===== config.mk =====
export PLATFORM = sky130hd
export DESIGN_NAME = i2c_bit_timer
export DESIGN_NICKNAME = d
export VERILOG_FILES = /design/src/rtl/i2c_bt_pkg.sv /design/src/rtl/i2c_bt_timing.sv /design/src/rtl/i2c_bt_count.sv /design/src/rtl/i2c_bt_seq.sv /design/src/rtl/i2c_bit_timer.sv
export SDC_FILE = /design/constraint.sdc
export NUM_CORES = 1
export LEC_CHECK = 0
export BUFFER_PORTS_ARGS = -buffer_cell sky130_fd_sc_hd__buf_2
export CAP_MARGIN = 10
export CORE_ASPECT_RATIO = 1.5
export CORE_MARGIN = 2
export CORE_UTILIZATION = 30
export DETAILED_ROUTE_END_ITERATION = 10
export PLACE_DENSITY = 0.49
export SYNTH_ARGS = -nofsm -noshare
export SYNTH_HDL_FRONTEND = slang
export SYNTH_SLANG_ARGS = --single-unit

===== constraint.sdc =====
create_clock -name clk -period 2.4 [get_ports clk]
set_input_delay 0.48 -clock clk [delete_from_list [all_inputs] [get_ports clk]]
set_output_delay 0.48 -clock clk [all_outputs]
set_load 0.03 [all_outputs]

===== src/rtl/i2c_bt_pkg.sv =====
package i2c_bt_pkg;

  localparam int unsigned BT_TW = 6;

  typedef struct packed {
    logic [BT_TW-1:0] high;
    logic [BT_TW-1:0] low;
    logic [BT_TW-1:0] setup;
    logic [BT_TW-1:0] hold;
  } bt_times_t;

  typedef enum logic [2:0] {
    CMD_NONE,
    CMD_START,
    CMD_RESTART,
    CMD_STOP,
    CMD_BIT
  } bt_cmd_e;

  typedef enum logic [3:0] {
    PH_IDLE,
    PH_ST_HOLD,
    PH_ST_LOW,
    PH_BIT_SU,
    PH_BIT_HI,
    PH_BIT_HD,
    PH_RS_SU,
    PH_RS_HI,
    PH_RS_HD,
    PH_RS_LO,
    PH_SP_SU,
    PH_SP_HI,
    PH_SP_BUF
  } bt_phase_e;

endpackage


===== src/rtl/i2c_bt_timing.sv =====
module i2c_bt_timing
  import i2c_bt_pkg::*;
#(
  parameter int unsigned STD_HIGH  = 18,
  parameter int unsigned STD_LOW   = 22,
  parameter int unsigned STD_HOLD  = 4,
  parameter int unsigned STD_STEP  = 2,
  parameter int unsigned FAST_HIGH = 4,
  parameter int unsigned FAST_LOW  = 6,
  parameter int unsigned FAST_HOLD = 2
) (
  input  logic       fast,
  input  logic [1:0] slow,
  output bt_times_t  times
);

  localparam int unsigned TW = BT_TW;

  logic [TW-1:0] slow_w;
  logic [TW-1:0] high_w;
  logic [TW-1:0] low_w;
  logic [TW-1:0] hold_w;

  assign slow_w = TW'(slow);

  // Standard mode stretches high and low by equal steps. Fast mode adds
  // one tick to low on codes 1 and 3 and one tick to high on code 2, so
  // the period grows by exactly one tick per code.
  always_comb begin
    if (fast) begin
      high_w = TW'(FAST_HIGH) + (slow_w >> 1);
      low_w  = TW'(FAST_LOW) + ((slow_w + TW'(1)) >> 1);
      hold_w = TW'(FAST_HOLD);
    end else begin
      high_w = TW'(STD_HIGH) + TW'(STD_STEP) * slow_w;
      low_w  = TW'(STD_LOW) + TW'(STD_STEP) * slow_w;
      hold_w = TW'(STD_HOLD);
    end
  end

  // The SCL low time is split into hold followed by setup.
  assign times.high  = high_w;
  assign times.low   = low_w;
  assign times.hold  = hold_w;
  assign times.setup = low_w - hold_w;

endmodule


===== src/rtl/i2c_bt_count.sv =====
module i2c_bt_count #(
  parameter int unsigned TW = 6
) (
  input  logic          clk,
  input  logic          rst_n,
  input  logic          load,
  input  logic [TW-1:0] len,
  input  logic          tick,
  output logic          last
);

  logic [TW-1:0] cnt_q;
  logic [TW-1:0] cnt_d;

  assign last = tick && (cnt_q == TW'(1));

  always_comb begin
    cnt_d = cnt_q;
    if (load) begin
      cnt_d = len;
    end else if (tick && (cnt_q != '0)) begin
      cnt_d = cnt_q - TW'(1);
    end
  end

  always_ff @(posedge clk or negedge rst_n) begin
    if (!rst_n) begin
      cnt_q <= '0;
    end else begin
      cnt_q <= cnt_d;
    end
  end

  // every loaded phase length is non-zero, otherwise the phase would never end
  p_len_nonzero_r3: assert property (@(posedge clk) disable iff (!rst_n)
    load |-> (len != '0));

endmodule


===== src/rtl/i2c_bt_seq.sv =====
module i2c_bt_seq
  import i2c_bt_pkg::*;
#(
  parameter int unsigned TW = BT_TW
) (
  input  logic          clk,
  input  logic          rst_n,
  input  logic          cmd_start,
  input  logic          cmd_restart,
  input  logic          cmd_stop,
  input  logic          cmd_bit,
  input  logic          tx_bit,
  input  logic          fast_mode,
  input  logic [1:0]    slow_sel,
  input  logic          sda_in,
  input  bt_times_t     times,
  input  logic          last,
  output logic          sel_fast,
  output logic [1:0]    sel_slow,
  output logic          load,
  output logic [TW-1:0] len,
  output logic          scl_lvl,
  output logic          sda_lvl,
  output logic          busy,
  output logic          bit_done,
  output logic          rx_bit
);

  bt_phase_e  phase_q, phase_d;
  bt_cmd_e    pick;
  logic       accept;
  logic       bit_q, bit_use;
  logic       fast_q;
  logic [1:0] slow_q;
  logic       scl_q, scl_d, sda_q, sda_d;
  logic       done_q, done_d;
  logic       rx_q, rx_d;

  function automatic logic [1:0] levels(input bt_phase_e ph, input logic b);
    case (ph)
      PH_ST_HOLD: levels = 2'b10;
      PH_ST_LOW:  levels = 2'b00;
      PH_BIT_SU:  levels = {1'b0, b};
      PH_BIT_HI:  levels = {1'b1, b};
      PH_BIT_HD:  levels = {1'b0, b};
      PH_RS_SU:   levels = 2'b01;
      PH_RS_HI:   levels = 2'b11;
      PH_RS_HD:   levels = 2'b10;
      PH_RS_LO:   levels = 2'b00;
      PH_SP_SU:   levels = 2'b00;
      PH_SP_HI:   levels = 2'b10;
      PH_SP_BUF:  levels = 2'b11;
      default:    levels = 2'b11;
    endcase
  endfunction

  // Command choice by fixed priority
  always_comb begin
    if (cmd_start)        pick = CMD_START;
    else if (cmd_restart) pick = CMD_RESTART;
    else if (cmd_stop)    pick = CMD_STOP;
    else if (cmd_bit)     pick = CMD_BIT;
    else                  pick = CMD_NONE;
  end

  assign accept   = (phase_q == PH_IDLE) && (pick != CMD_NONE);
  assign sel_fast = accept ? fast_mode : fast_q;
  assign sel_slow = accept ? slow_sel : slow_q;
  assign bit_use  = accept ? tx_bit : bit_q;

  // Phase sequencing
  always_comb begin
    phase_d = phase_q;
    if (accept) begin
      case (pick)
        CMD_START:   phase_d = PH_ST_HOLD;
        CMD_RESTART: phase_d = PH_RS_SU;
        CMD_STOP:    phase_d = PH_SP_SU;
        default:     phase_d = PH_BIT_SU;
      endcase
    end else if (last) begin
      case (phase_q)
        PH_ST_HOLD: phase_d = PH_ST_LOW;
        PH_BIT_SU:  phase_d = PH_BIT_HI;
        PH_BIT_HI:  phase_d = PH_BIT_HD;
        PH_RS_SU:   phase_d = PH_RS_HI;
        PH_RS_HI:   phase_d = PH_RS_HD;
        PH_RS_HD:   phase_d = PH_RS_LO;
        PH_SP_SU:   phase_d = PH_SP_HI;
        PH_SP_HI:   phase_d = PH_SP_BUF;
        default:    phase_d = PH_IDLE;
      endcase
    end
  end

  assign load = (phase_d != phase_q) && (phase_d != PH_IDLE);

  always_comb begin
    case (phase_d)
      PH_ST_HOLD, PH_BIT_HI, PH_RS_HD, PH_SP_HI: len = times.high;
      PH_RS_HI, PH_SP_BUF:                       len = times.low;
      PH_BIT_SU, PH_RS_SU, PH_SP_SU:             len = times.setup;
      PH_ST_LOW, PH_BIT_HD, PH_RS_LO:            len = times.hold;
      default:                                   len = '0;
    endcase
  end

  // Line levels change only on phase entry; entering idle keeps them
  always_comb begin
    {scl_d, sda_d} = {scl_q, sda_q};
    if (load) begin
      {scl_d, sda_d} = levels(phase_d, bit_use);
    end
  end

  assign done_d = last && (phase_q == PH_BIT_HI);
  assign rx_d   = done_d ? sda_in : rx_q;

  always_ff @(posedge clk or negedge rst_n) begin
    if (!rst_n) begin
      phase_q <= PH_IDLE;
      scl_q   <= 1'b1;
      sda_q   <= 1'b1;
      done_q  <= 1'b0;
      rx_q    <= 1'b0;
      bit_q   <= 1'b0;
      fast_q  <= 1'b0;
      slow_q  <= 2'b00;
    end else begin
      phase_q <= phase_d;
      scl_q   <= scl_d;
      sda_q   <= sda_d;
      done_q  <= done_d;
      rx_q    <= rx_d;
      if (accept) begin
        bit_q  <= tx_bit;
        fast_q <= fast_mode;
        slow_q <= slow_sel;
      end
    end
  end

  assign scl_lvl  = scl_q;
  assign sda_lvl  = sda_q;
  assign busy     = (phase_q != PH_IDLE);
  assign bit_done = done_q;
  assign rx_bit   = rx_q;

  // while busy, a strobe cannot move the phase unless the counter ends it
  p_busy_ignore_r9: assert property (@(posedge clk) disable iff (!rst_n)
    (busy && !last) |=> (phase_q == $past(phase_q)));

  // the captured settings hold still for the whole command
  p_cfg_frozen_r10: assert property (@(posedge clk) disable iff (!rst_n)
    busy |=> ($stable(fast_q) && $stable(slow_q)));

  // the done pulse is one cycle wide
  p_done_single_r11: assert property (@(posedge clk) disable iff (!rst_n)
    done_q |=> !done_q);

  // the done pulse coincides with the fall of SCL
  p_done_on_fall_r11: assert property (@(posedge clk) disable iff (!rst_n)
    done_q |-> (!scl_q && $past(scl_q)));

  // SDA moves with SCL high only for start, repeated start or stop
  p_sda_under_scl_r5: assert property (@(posedge clk) disable iff (!rst_n)
    (scl_q && $past(scl_q) && (sda_q != $past(sda_q))) |->
      (phase_q inside {PH_ST_HOLD, PH_RS_HD, PH_SP_BUF}));

endmodule


===== src/rtl/i2c_bit_timer.sv =====
module i2c_bit_timer
  import i2c_bt_pkg::*;
(
  input  logic       clk,
  input  logic       rst_n,
  input  logic       tick_en,
  input  logic       fast_mode,
  input  logic [1:0] slow_sel,
  input  logic       cmd_start,
  input  logic       cmd_restart,
  input  logic       cmd_stop,
  input  logic       cmd_bit,
  input  logic       tx_bit,
  input  logic       sda_in,
  output logic       scl_oe,
  output logic       sda_oe,
  output logic       busy,
  output logic       bit_done,
  output logic       rx_bit
);

  localparam int unsigned TW = BT_TW;

  logic [1:0]    rst_sync_q;
  logic          rst_int_n;
  logic          sel_fast;
  logic [1:0]    sel_slow;
  bt_times_t     times;
  logic          load;
  logic [TW-1:0] len;
  logic          last;
  logic          scl_lvl;
  logic          sda_lvl;

  // Reset asserts at once and leaves synchronously
  always_ff @(posedge clk or negedge rst_n) begin
    if (!rst_n) begin
      rst_sync_q <= 2'b00;
    end else begin
      rst_sync_q <= {rst_sync_q[0], 1'b1};
    end
  end

  assign rst_int_n = rst_sync_q[1];

  i2c_bt_timing u_timing (
    .fast  (sel_fast),
    .slow  (sel_slow),
    .times (times)
  );

  i2c_bt_count #(.TW(TW)) u_count (
    .clk   (clk),
    .rst_n (rst_int_n),
    .load  (load),
    .len   (len),
    .tick  (tick_en),
    .last  (last)
  );

  i2c_bt_seq #(.TW(TW)) u_seq (
    .clk         (clk),
    .rst_n       (rst_int_n),
    .cmd_start   (cmd_start),
    .cmd_restart (cmd_restart),
    .cmd_stop    (cmd_stop),
    .cmd_bit     (cmd_bit),
    .tx_bit      (tx_bit),
    .fast_mode   (fast_mode),
    .slow_sel    (slow_sel),
    .sda_in      (sda_in),
    .times       (times),
    .last        (last),
    .sel_fast    (sel_fast),
    .sel_slow    (sel_slow),
    .load        (load),
    .len         (len),
    .scl_lvl     (scl_lvl),
    .sda_lvl     (sda_lvl),
    .busy        (busy),
    .bit_done    (bit_done),
    .rx_bit      (rx_bit)
  );

  assign scl_oe = ~scl_lvl;
  assign sda_oe = ~sda_lvl;

endmodule


# Word-level counts from Yosys, hierarchy flattened
# Memories as Yosys holds them, arrays and structs flattened.
# Cells that the tools add are included.
word_totals:
  regBits: 20
  mem_bits_ro: 64
  word_cells: 73
  mem_count: 1
op_classes:
  addsub: 7
  n_eq_ne: 18
  muxes: 17
  n_bitwise: 2
  n_reduce_logical: 18
memory_table:
  columns: ["name", "words", "width", "read_ports", "rd_ports_with_merged_regs", "wr", "line_no", "text"]
  rows:
  - ["(no name shown)", 16, 4, 1, 0, 0, "i2c_bt_seq.sv:82", "case (phase_q)"]
op_table:
  columns: ["op", "n"]
  rows:
  - ["two-way mux 6 bit", 4]
  - ["one-hot mux 6 bit (4 select lines)", 1]
  - ["equality test 4 x 3 -> 1 bit, second input constant", 5]
  - ["equality test 4 bit, second input constant", 5]
  - ["two-way mux 3 bit", 5]
  - ["adder 5 x 3 -> 6 bit, first input constant", 2]
  - ["one-hot mux 4 bit (3 select lines)", 1]
  - ["OR reduction 3 bit", 4]
  - ["one-hot mux 2 bit (5 select lines)", 1]
  - ["equality test 4 x 2 -> 1 bit, second input constant", 2]
  - ["two-way mux 4 bit", 2]
  - ["nonzero test 4 bit", 2]
  - ["adder 3 x 5 -> 6 bit, first input constant", 1]
  - ["equality test 3 x 2 -> 1 bit, second input constant", 2]
  - ["equality test 6 x 1 -> 1 bit, second input constant", 1]
  - ["nonzero test 6 bit", 1]
  - ["subtractor 6 x 1 -> 6 bit, second input constant", 1]
  - ["subtractor 6 x 3 -> 6 bit", 1]
  - ["logical AND 1 bit", 5]
  - ["adder 3 x 1 -> 4 bit, first input constant", 1]
  - ["equality test 4 x 1 -> 1 bit, second input constant", 1]
  - ["zero test 4 bit", 1]
  - ["!= test 4 bit", 1]
  - ["OR reduction 2 bit", 2]
  - ["other kinds (8)", 10]

# Longest topological paths before layout
# Gate-level depths: netlist of the first run.
logic_depth:
  word_depth: 13
  mapped_depth: 14
  ltp_nobuf: 12

# By module
# From an unflattened synthesis of the first run, not the netlist that was laid out.
hier_totals:
  cells_unflattened: 237
  area_unflattened_um2: 1958.1
modules_own_cells:
  columns: ["module", "n_inst", "cells_per_inst", "area_each_um2"]
  rows:
  - ["i2c_bt_seq", 1, 143, 1213.7]
  - ["i2c_bt_count", 1, 49, 417.9]
  - ["i2c_bt_timing", 1, 40, 265.3]
  - ["i2c_bit_timer", 1, 5, 61.3]

# Worst setup path before layout of the first run
# No wires, ideal clock.
synth_timing:
  path_kind: "flip-flop to flip-flop"
  startpoint: "reg u_seq.phase_q[1]"
  endpoint: "reg u_count.cnt_q[3]"
  t_arrival_ns: 3.320
  t_required_ns: 2.276
  slack_ns: -1.044
  path_stages_with_launch: 14
  path_buffers: 2
  synth_period_minus_slack_ns: 3.444
  path_cell_list: "dfrtp_1 buf_6 or4_1 buf_2 nor2_1 mux2_2 ha_1 o21ai_0 ha_1 inv_1 fa_1 nand3_1 a311oi_1 o31a_1"
synth_via:
  elab_chain_len: 9
  elab_cells_between_ends: 38
  cone_classes: "add/sub (6); eq/ne (13); mux (9); reduce/logical (9); memory (1)"
synth_lines:
  columns: ["element", "line_no", "text"]
  rows:
  - ["start, declared", "i2c_bt_seq.sv:29", "bt_phase_e phase_q, phase_d;"]
  - ["start signal, assigned", "i2c_bt_seq.sv:130", "phase_q <= phase_d;"]
  - ["zero test 4 bit (*)", "i2c_bt_seq.sv:66", "assign accept = (phase_q == PH_IDLE) && (pick != CMD_NONE);"]
  - ["logical AND 1 bit (*)", "i2c_bt_seq.sv:66", null]
  - ["two-way mux 2 bit (*)", null, null]
  - ["net sel_slow[1]", "i2c_bit_timer.sv:27", "logic [1:0] sel_slow;"]
  - ["adder 2 x 1 -> 3 bit", "i2c_bt_timing.sv:32", "low_w = TW'(FAST_LOW) + ((slow_w + TW'(1)) >> 1);"]
  - ["adder 3 x 5 -> 6 bit", "i2c_bt_timing.sv:32", null]
  - ["two-way mux 6 bit", "i2c_bt_timing.sv:30", "if (fast) begin"]
  - ["subtractor 6 x 3 -> 6 bit", "i2c_bt_timing.sv:45", "assign times.setup = low_w - hold_w;"]
  - ["one-hot mux 6 bit (4 select lines) (*)", "i2c_bt_seq.sv:99", "case (phase_d)"]
  - ["two-way mux 6 bit (*)", "i2c_bt_count.sv:19", "if (load) begin"]
  - ["end signal, assigned", "i2c_bt_count.sv:30", "cnt_q <= cnt_d;"]
  - ["end, declared", "i2c_bt_count.sv:12", "logic [TW-1:0] cnt_q;"]
# The timed path passes the listed nets; every way through them passes the cells marked *.
# A chain may end at the register's enable or synchronous reset.

# Worst setup path after layout of the first run
layout_timing:
  startpoint: "reg u_seq.phase_q[0]"
  endpoint: "reg u_count.cnt_q[3]"
layout_via:
  elab_chain_len: 9
  elab_cells_between_ends: 38
  cone_classes: "add/sub (6); eq/ne (13); mux (9); reduce/logical (9); memory (1)"
layout_lines:
  columns: ["element", "line_no"]
  rows:
  - ["zero test 4 bit", "i2c_bt_seq.sv:66"]
  - ["logical AND 1 bit", "i2c_bt_seq.sv:66"]
  - ["two-way mux 2 bit", null]
  - ["adder 2 x 1 -> 3 bit", "i2c_bt_timing.sv:32"]
  - ["adder 3 x 5 -> 6 bit", "i2c_bt_timing.sv:32"]
  - ["two-way mux 6 bit", "i2c_bt_timing.sv:30"]
  - ["subtractor 6 x 3 -> 6 bit", "i2c_bt_timing.sv:45"]
  - ["one-hot mux 6 bit (4 select lines)", "i2c_bt_seq.sv:99"]
  - ["two-way mux 6 bit", "i2c_bt_count.sv:19"]
# Several ways; a longest one is shown, not always the timed one.

==> reports/metrics.csv, run 1 <==
metric,value,unit
place_inst,324,
drc_errors,0,
timing.final.ws_setup,-0.585,ns
power_leakage,1.15,nW
synth-edff-count,0,
final_area,0.00265,mm²
slew-limit-headroom,48.5,%
critical_path_required,2.56,ns
yosys_warnings,0,
ir_drop,634,µV
drv_slew,0,
reg2reg_slack,-0.58,ns
ys.flop_type,dfrtp_1,
hp-class,register to asynchronous set/reset pin,
cts_max_level,1,
drv_cap,0,
r2r-start,u_seq.phase_q[0]$_DFF_PN0_,
violations,negative setup slack,
power_density,1230,mW/mm²
fin_crit_sh,124,%
start_util,30.7,%
rr_endpoint,u_count.cnt_q[3]$_DFFE_PN0P_,
cts_root_buffer,clkbuf_8,
grt_usage,18.5,%
cts_sinks,20,
end_kind,register,
finalWeightedCongestion,0.847,
via_per_inst,5.10,
synthArstFlopShare,100,%
synth_top_cell_by_area,dfrtp_1,
core_area,0.00508,mm²
stdcell_count,344,
start_kind,register,
final_cell_mix,"buf_4 (77), dfrtp_1 (18), buf_2 (16)",
syn_area,0.00156,mm²
avgSynthCellArea,8.57,µm²
cts-buffers-inserted,3,
min_period,2.98,ns
dr.first_iter.drc_count,69,
synth_cells,182,
clockBufferDepth,2,
drive_gt1_share,56.9,%
crit_end,u_count.cnt_q[3]$_DFFE_PN0P_,
io_buffers,16,
num_rows,32,
postRouteAntennaNets,0,
wire_per_inst,15.0,µm
firstDrtPassIters,4,
wl,5.15,mm
grt_setup_unrepaired,true,
syn-num-nets,200,
max_freq,335,MHz
ys_top_cells_by_area,"dfrtp_1 (29%), nor2_1 (4.3%), ha_1 (4.0%)",
tightestPinTransition,0.773,ns
die_x,62.9,µm
ys_types,59,
overflow,0,
outcome,"complete, but fails checks",
clk_pin_slew_worst_paths,0.08,ns
cts_tree,built,
final_common_cell,buf_4,
reg2regPathDepth,11,
pin_count,17,
grt_start_max_net_pins,19,
yosysTopAreaCellShare,28.9,%
n_antenna_cell,0,
skew,0.00667,ns
hold_violations,0,
crit_start,u_seq.phase_q[0]$_DFF_PN0_,
dpl-instance-area,0.00223,mm²
post-place-ws,-0.588,ns
synth.yosys.seq_area_share,32.2,%
clock_latency,0.27,ns
hpwl,3.79,mm
final_nets,295,
worstPathMaxFanout,5,
syn_to_final_growth,69.9,%
antenna_found_initial,0,
vias,1755,
die_area,0.00581,mm²
worstSetupPathType,register to register,
grt_pass1_wl,8.49,mm
setup_viol,8,
die-height,92.3,µm
critPathArrivalTime,3.15,ns
ys_ff_latch,20,
grt_pass1_vias,1775,
area by class of cell:
class	instances	area (µm²)
multi-input combinational	139	1200
fill	502	2430
clock buffer	3	41.3
inverter	13	53.8
tap	68	85.1
clock inverter	1	30.0
timing repair buffer	100	736
sequential	20	503
power breakdown:
group	total, W	internal [W]	switching [W]
combinational	0.00234	0.00121	0.00112
clock	0.000351	0.000223	0.000128
sequential	0.000573	0.000477	0.0000952
total	0.00326	0.00191	0.00135
synthesized netlist by cell type (4+ instances only):
cell type,number
dfrtp_1,18
inv_1,12
o21ai_0,9
nand3_1,8
clkbuf_1,4
a31oi_1,6
and3_1,4
mux2i_1,5
a21oi_1,6
nand2_1,13
nor2_1,18
ha_1,5
nor3_1,5
xnor2_1,5
state kept, by name (all words and copies together), names as in the netlist:
signal,cells
u_seq.fast_q,1
u_seq.phase_q,4
u_seq.rx_bit,1
u_seq.bit_q,1
u_count.cnt_q,6
u_seq.bit_done,1
rst_sync_q,2
u_seq.scl_lvl,1
u_seq.sda_lvl,1
u_seq.slow_q,2
metrics by stage:
stage	setup TNS (ns)	utilization (%)	power, W	hold slack (ns)
floorplan	-1.61	-	0.00163	0.184
global placement	-3.50	43.8	0.00241	0.265
detailed placement	-3.85	43.8	0.00241	0.265
CTS	-2.89	50.1	0.00309	0.366
global route	-3.95	52.1	0.00350	0.373
finish	-2.94	52.1	0.00326	0.325
timing repair:
action / CTS / global route
buffers inserted: 9 / 7
resized for setup: 40 / 13
hold buffers: 1 / 0
hold endpoints to repair: 2 / 0
endpoints found under the setup margin: 8 / 8
pin swaps: 12 / 13
logic make-up (layout without fill, tap and decap cells):
family	after synthesis	in the layout	share of synthesized area, %
other cells	1	1	0.240
compound gates	45	45	20.4
fa+ha+maj	6	6	5.29
xor+xnor	6	6	3.37
buf+inv	23	117	7.54
flops	20	20	32.2
mux	7	7	4.65
simple gates	74	74	26.2
critical path, stage by stage (launching register included):
cell and delay (ns):
dfrtp_1 0.39, or4_4 0.57, nor2_4 0.21, buf_4 0.16
mux2i_4 0.32, nand2_2 0.11, ha_4 0.28, inv_2 0.04
fa_2 0.39, nand3_2 0.07, a311oi_1 0.10, o31a_1 0.25
worst min-delay path by stage:
stage                                       start                            to  slack (ns)  depth (start not counted)
after floorplan                             rst_n       rst_sync_q[0]$_DFF_PN0_        0.18                          0
after global placement                      rst_n       rst_sync_q[1]$_DFF_PN0_        0.27                          1
after detailed placement                    rst_n       rst_sync_q[1]$_DFF_PN0_        0.27                          1
after CTS                 rst_sync_q[1]$_DFF_PN0_  u_count.cnt_q[0]$_DFFE_PN0P_        0.37                          0
after global routing      rst_sync_q[0]$_DFF_PN0_       rst_sync_q[1]$_DFF_PN0_        0.37                          0
final                     rst_sync_q[1]$_DFF_PN0_  u_count.cnt_q[1]$_DFFE_PN0P_        0.33                          0
per-layer routing:
layer / GRT usage, % / wire [µm] / vias to the layer above
met3: 1.58 / 130 / 15
met1: 20.3 / 1960 / 844
met2: 35.7 / 2870 / 40
met4: 7.41 / 183 / 0
li1: - / - / 856
met5: 0 / 0 / -
(Power assumes the default switching activity.)
==> run 2, diff against run 1 <==
--- a/config.mk
+++ b/config.mk
@@ -11,7 +11,8 @@
 export CORE_MARGIN = 2
 export CORE_UTILIZATION = 30
 export DETAILED_ROUTE_END_ITERATION = 10
-export PLACE_DENSITY = 0.49
+export MAX_ROUTING_LAYER = met4
+export PLACE_DENSITY = 0.57
 export SYNTH_ARGS = -nofsm -noshare
 export SYNTH_HDL_FRONTEND = slang
 export SYNTH_SLANG_ARGS = --single-unit
==> reports/metrics.csv, run 2 (synthesis gave the netlist of run 1 again) <==
metric,value,unit,change
timing.final.ws_setup,-0.613,ns,was -0.585 ns
die_x,62.9,µm,unchanged
syn_to_final_growth,64.7,%,was 69.9%
wire_per_inst,15.1,µm,was 15.0 µm
final_common_cell,buf_4,,unchanged
postRouteAntennaNets,0,,unchanged
end_kind,register,,unchanged
hpwl,3.76,mm,was 3.79 mm
power_leakage,1.13,nW,was 1.15 nW
grt_pass1_vias,1885,,was 1775
critical_path_required,2.59,ns,was 2.56 ns
grt_setup_unrepaired,true,,unchanged
ir_drop,450,µV,was 634 µV
grt_start_max_net_pins,19,,unchanged
max_freq,332,MHz,was 335 MHz
setup_viol,8,,unchanged
top_regs,"u_count.cnt_q: 6 flops, u_seq.phase_q: 4 flops",,unchanged
hold_slack,0.331,ns,was 0.325 ns
cp_cell_sequence,"or4_4, nor2_4, mux2i_2, inv_2, ha_4, o21ai_4, ha_4, inv_2, fa_2, nand4b_1, buf_4, o22ai_2",,"was or4_4, nor2_4, buf_4, mux2i_4, nand2_2, ha_4, inv_2, fa_2, nand3_2, a311oi_1, o31a_1"
critPathBufInv,3,,was 2
critPathArrivalTime,3.20,ns,was 3.15 ns
tightestPinTransition,0.790,ns,was 0.773 ns
grt_usage,19.2,%,was 18.5%
cts_max_level,1,,unchanged
cts_sinks,20,,unchanged
crit_end,u_count.cnt_q[5]$_DFFE_PN0P_,,was u_count.cnt_q[3]$_DFFE_PN0P_
die-height,92.3,µm,unchanged
firstDrtPassIters,4,,unchanged
crit_start,u_seq.phase_q[2]$_DFF_PN0_,,was u_seq.phase_q[0]$_DFF_PN0_
skew,0.00147,ns,was 0.00667 ns
start_util,30.7,%,unchanged
cts_tree,built,,unchanged
finalWeightedCongestion,0.891,,was 0.847
via_per_inst,5.09,,was 5.10
wl,5.14,mm,was 5.15 mm
vias,1729,,was 1755
drc_errors,0,,unchanged
violations,negative setup slack,,unchanged
reg2regPathDepth,12,,was 11
final_nets,291,,was 295
cp.depth,12,,was 11
min_period,3.01,ns,was 2.98 ns
place_inst,323,,was 324
clock_latency,0.26,ns,was 0.27 ns
largest_register,u_count.cnt_q,,unchanged
rr_endpoint,u_count.cnt_q[5]$_DFFE_PN0P_,,was u_count.cnt_q[3]$_DFFE_PN0P_
cts_root_buffer,clkbuf_8,,unchanged
drv_cap,0,,unchanged
worstSetupPathType,register to register,,unchanged
io_buffers,16,,unchanged
start_kind,register,,unchanged
power_density,1210,mW/mm²,was 1230 mW/mm²
r2r-start,u_seq.phase_q[2]$_DFF_PN0_,,was u_seq.phase_q[0]$_DFF_PN0_
n_antenna_cell,0,,unchanged
worstPathMaxFanout,4,,was 5
drive_gt1_share,54.4,%,was 56.9%
die_area,0.00581,mm²,unchanged
max_stage_delay,0.56,ns,was 0.57 ns
clockBufferDepth,2,,unchanged
drv_slew,0,,unchanged
pin_count,17,,unchanged
largest_reg_flops,6,,unchanged
hold_violations,0,,unchanged
antenna_found_initial,0,,unchanged
num_rows,32,,unchanged
final_cell_mix,"buf_4 (75), dfrtp_1 (18), buf_2 (16)",,"was buf_4 (77), dfrtp_1 (18), buf_2 (16)"
core_area,0.00508,mm²,unchanged
cts-buffers-inserted,3,,unchanged
slew-limit-headroom,47.3,%,was 48.5%
cp_slowest_cell,or4_4,,unchanged
outcome,"complete, but fails checks",,unchanged
stdcell_count,340,,was 344
path_delay_family,simple AND/OR/NAND/NOR gates,,unchanged
reg2reg_slack,-0.61,ns,was -0.58 ns
grt_pass1_wl,8.58,mm,was 8.49 mm
hp-class,register to asynchronous set/reset pin,,unchanged
overflow,0,,unchanged
fin_crit_sh,126,%,was 124%
dr.first_iter.drc_count,69,,unchanged
clk_pin_slew_worst_paths,0.07,ns,was 0.08 ns
-- run 2: cell types whose count changed in the layout (fill, tap and decap cells not counted), sizes merged --
cell	before	now
buf	99	95
clkbuf	3	4
bufinv	1	0
-- run 2: per-layer routing --
metal	wire (µm)	share of wire, %	global-route usage (%)
met3	113	2.2	1.58
met5	0	0	-
met1	1910	37	19.4
met4	233	4.5	11.3
met2	2890	56	35.5
-- run 2: final cells by class --
class	count	area (µm²)
tap	68	85.1
timing repair buffer	96	707
clock buffer	4	55.1
fill	481	2510
multi-input combinational	139	1160
sequential	20	503
inverter	13	56.3
-- run 2: timing repair --
item                                    4_1_cts  5_1_grt
setup buffers                                 8        5
pin swaps                                     8        8
hold endpoints to repair                      2        0
resized for setup                            27       17
hold buffers                                  1        0
endpoints found under the setup margin        8        8
-- run 2: worst min-delay path by stage --
| stage | startpoint | to | slack (ns) | cells past startpoint |
|---|---|---|---|---|
| after global placement | rst_n | rst_sync_q[0]$_DFF_PN0_ | 0.26 | 1 |
| after floorplan | rst_n | rst_sync_q[0]$_DFF_PN0_ | 0.18 | 0 |
| after CTS | rst_sync_q[1]$_DFF_PN0_ | u_count.cnt_q[0]$_DFFE_PN0P_ | 0.35 | 0 |
| after detailed placement | rst_n | rst_sync_q[0]$_DFF_PN0_ | 0.27 | 1 |
| final | rst_sync_q[1]$_DFF_PN0_ | u_count.cnt_q[0]$_DFFE_PN0P_ | 0.33 | 0 |
| after global routing | rst_sync_q[0]$_DFF_PN0_ | rst_sync_q[1]$_DFF_PN0_ | 0.39 | 0 |
-- run 2: where the power goes --
part	internal (W)	switching [W]	total (W)
Sequential	0.000478	0.0000888	0.000567
Combinational	0.00118	0.00112	0.00230
Clock	0.000146	0.000111	0.000257
Total	0.00180	0.00132	0.00312
-- run 2: through the flow --
stage / total power, W / util, % / setup slack [ns] / TNS [ns] / cell area (µm²)
after floorplan: 0.00163 / - / -0.538 / -1.61 / 1630
after global routing: 0.00334 / 50.5 / -0.714 / -3.57 / 2570
final: 0.00312 / 50.5 / -0.613 / -2.77 / 2570
after CTS: 0.00287 / 48.5 / -0.523 / -2.08 / 2470
after global placement: 0.00237 / 43.9 / -0.467 / -2.24 / 2230
after detailed placement: 0.00238 / 43.9 / -0.547 / -2.49 / 2230
==> run 3, diff against run 2 <==
==> constraint.sdc (replaced) <==
create_clock -name clk -period 2.4 [get_ports clk]
set_input_delay 0 -clock clk [delete_from_list [all_inputs] [get_ports clk]]
set_output_delay 0 -clock clk [all_outputs]
set_load 0.03 [all_outputs]
==> reports/metrics.csv, run 3 (synthesis gave the netlist of run 1 again) <==
metric,value,unit,change
finalWeightedCongestion,0.898,,was 0.891
timing.final.ws_setup,-0.559,ns,was -0.613 ns
drive_gt1_share,52.1,%,was 54.4%
setup_viol,8,,unchanged
final_common_cell,buf_4,,unchanged
antenna_found_initial,0,,unchanged
drv_cap,0,,unchanged
core_area,0.00508,mm²,unchanged
grt_start_max_net_pins,19,,unchanged
hp-class,primary input to asynchronous set/reset pin,,was register to asynchronous set/reset pin
reg2regPathDepth,13,,was 12
outcome,"complete, but fails checks",,unchanged
cts_sinks,20,,unchanged
violations,negative setup slack,,unchanged
die-height,92.3,µm,unchanged
top_usage_layer,met2,,unchanged
fin_crit_sh,123,%,was 126%
cts_tree,built,,unchanged
power_density,1270,mW/mm²,was 1210 mW/mm²
p_int,0.00191,W,was 0.00180 W
firstDrtPassIters,4,,unchanged
num_rows,32,,unchanged
stdcell_count,333,,was 340
power_switching,0.00134,W,was 0.00132 W
dpl-instance-area,0.00217,mm²,was 0.00223 mm²
dr.first_iter.drc_count,131,,was 69
hold_slack,0.0367,ns,was 0.331 ns
critical_path_required,2.59,ns,about the same
tightestPinTransition,0.749,ns,was 0.790 ns
top_regs,"u_count.cnt_q: 6 flops, u_seq.phase_q: 4 flops",,unchanged
cts_root_buffer,clkbuf_8,,unchanged
final_area,0.00256,mm²,was 0.00257 mm²
drc_errors,0,,unchanged
use_met1,17.4,%,was 19.4%
final_cell_mix,"buf_4 (65), dfrtp_1 (18), buf_2 (16)",,"was buf_4 (75), dfrtp_1 (18), buf_2 (16)"
hold_violations,0,,unchanged
slew-limit-headroom,50.0,%,was 47.3%
wire_per_inst,14.4,µm,was 15.1 µm
nFillCells,482,,was 481
syn_to_final_growth,63.8,%,was 64.7%
post-place-ws,-0.536,ns,was -0.547 ns
largest_reg_flops,6,,unchanged
combPwrFrac,72.4,%,was 73.6%
worstSetupPathType,register to register,,unchanged
final_nets,284,,was 291
via_per_inst,5.07,,was 5.09
n_antenna_cell,0,,unchanged
seqPwrFrac,17.1,%,was 18.2%
worstPathMaxFanout,4,,unchanged
swShare,41.2,%,was 42.2%
grt_usage,17.2,%,was 19.2%
grt_pass1_vias,1655,,was 1885
drv_slew,0,,unchanged
p_clk_share,10.5,%,was 8.2%
power_leakage,1.10,nW,was 1.13 nW
end_kind,register,,unchanged
cts_max_level,1,,unchanged
critPathArrivalTime,3.15,ns,was 3.20 ns
postRouteAntennaNets,0,,unchanged
clockBufferDepth,2,,unchanged
start_kind,register,,unchanged
skew,0.00504,ns,was 0.00147 ns
cts-buffers-inserted,3,,unchanged
die_area,0.00581,mm²,unchanged
clk_pin_slew_worst_paths,0.08,ns,was 0.07 ns
grt_pass1_wl,7.61,mm,was 8.58 mm
hpwl,3.69,mm,was 3.76 mm
grt_setup_unrepaired,true,,unchanged
pin_count,17,,unchanged
vias,1687,,was 1729
clock_latency,0.26,ns,about the same
overflow,0,,unchanged
start_util,30.7,%,unchanged
max_freq,338,MHz,was 332 MHz
grtUsageMet2,32.9,%,was 35.5%
place_inst,317,,was 323
wl,4.80,mm,was 5.14 mm
ir_drop,599,µV,was 450 µV
largest_register,u_count.cnt_q,,unchanged
io_buffers,16,,unchanged
die_x,62.9,µm,unchanged
min_period,2.96,ns,was 3.01 ns
use_met3,1.34,%,was 1.58%
==> run 3: area by class of cell <==
class	instances	area (µm²)	area share (%)
Multi-Input combinational cell	139	1190	46.5
Timing Repair Buffer	89	654	25.6
Sequential cell	20	503	19.7
Tap cell	68	85.1	3.33
Inverter	13	53.8	2.10
Clock buffer	3	41.3	1.62
Clock inverter	1	30.0	1.17
==> run 3: power groups by stage <==
stage	combinational, W	clock (W)	sequential [W]
finish	0.00235	0.000340	0.000555
detailed placement	0.00182	0	0.000564
global placement	0.00181	0	0.000562
floorplan	0.00106	0	0.000567
CTS	0.00215	0.000351	0.000557
global route	0.00253	0.000367	0.000571
==> run 3: stage by stage <==
step                      utilization (%)  TNS, ns  total power, W
after floorplan                         -    -1.61         0.00163
after global placement               42.6    -2.67         0.00238
after detailed placement             42.6    -2.83         0.00239
after CTS                            48.5    -2.60         0.00306
after global routing                 50.3    -3.58         0.00347
final                                50.3    -2.96         0.00325
==> run 3: critical path, stage by stage (launching register included) <==
cell and delay [ns]:
dfrtp_1 0.38, or4_4 0.55, nor2_4 0.21, mux2i_1 0.12, buf_4 0.14, buf_4 0.12
nand2_1 0.11, o21ai_4 0.09, ha_4 0.28, inv_2 0.04, fa_2 0.38, nand4b_1 0.22
buf_4 0.16, o22ai_1 0.09
==> run 3: metal layers <==
| metal | up-vias | part of all wire (%) |
|---|---|---|
| met3 | 10 | 1.2 |
| met5 | - | 0 |
| li1 | 832 | - |
| met2 | 26 | 57 |
| met4 | 0 | 2.8 |
| met1 | 819 | 39 |
==> run 3: what timing repair did <==
action,4_1_cts,5_1_grt
resized for setup,33,12
setup buffers,7,2
endpoints found under the hold margin,4,0
pin swaps,11,3
endpoints found under the setup margin,8,8
hold buffers,3,0
==> run 3: worst paths after layout <==
| kind | slack [ns] | start | to |
|---|---|---|---|
| min in group clk | 0.05 | slow_sel[0] | u_seq.slow_q[0]$_DFF_PN0_ |
| max | -0.56 | u_seq.phase_q[3]$_DFF_PN0_ | u_count.cnt_q[5]$_DFFE_PN0P_ |
| min reg2reg | 0.31 | rst_sync_q[1]$_DFF_PN0_ | u_count.cnt_q[1]$_DFFE_PN0P_ |
| max in group asynchronous | 1.61 | rst_sync_q[1]$_DFF_PN0_ | u_seq.phase_q[2]$_DFF_PN0_ |
| min | 0.04 | rst_n | rst_sync_q[1]$_DFF_PN0_ |
| max reg2reg | -0.56 | u_seq.phase_q[3]$_DFF_PN0_ | u_count.cnt_q[5]$_DFFE_PN0P_ |
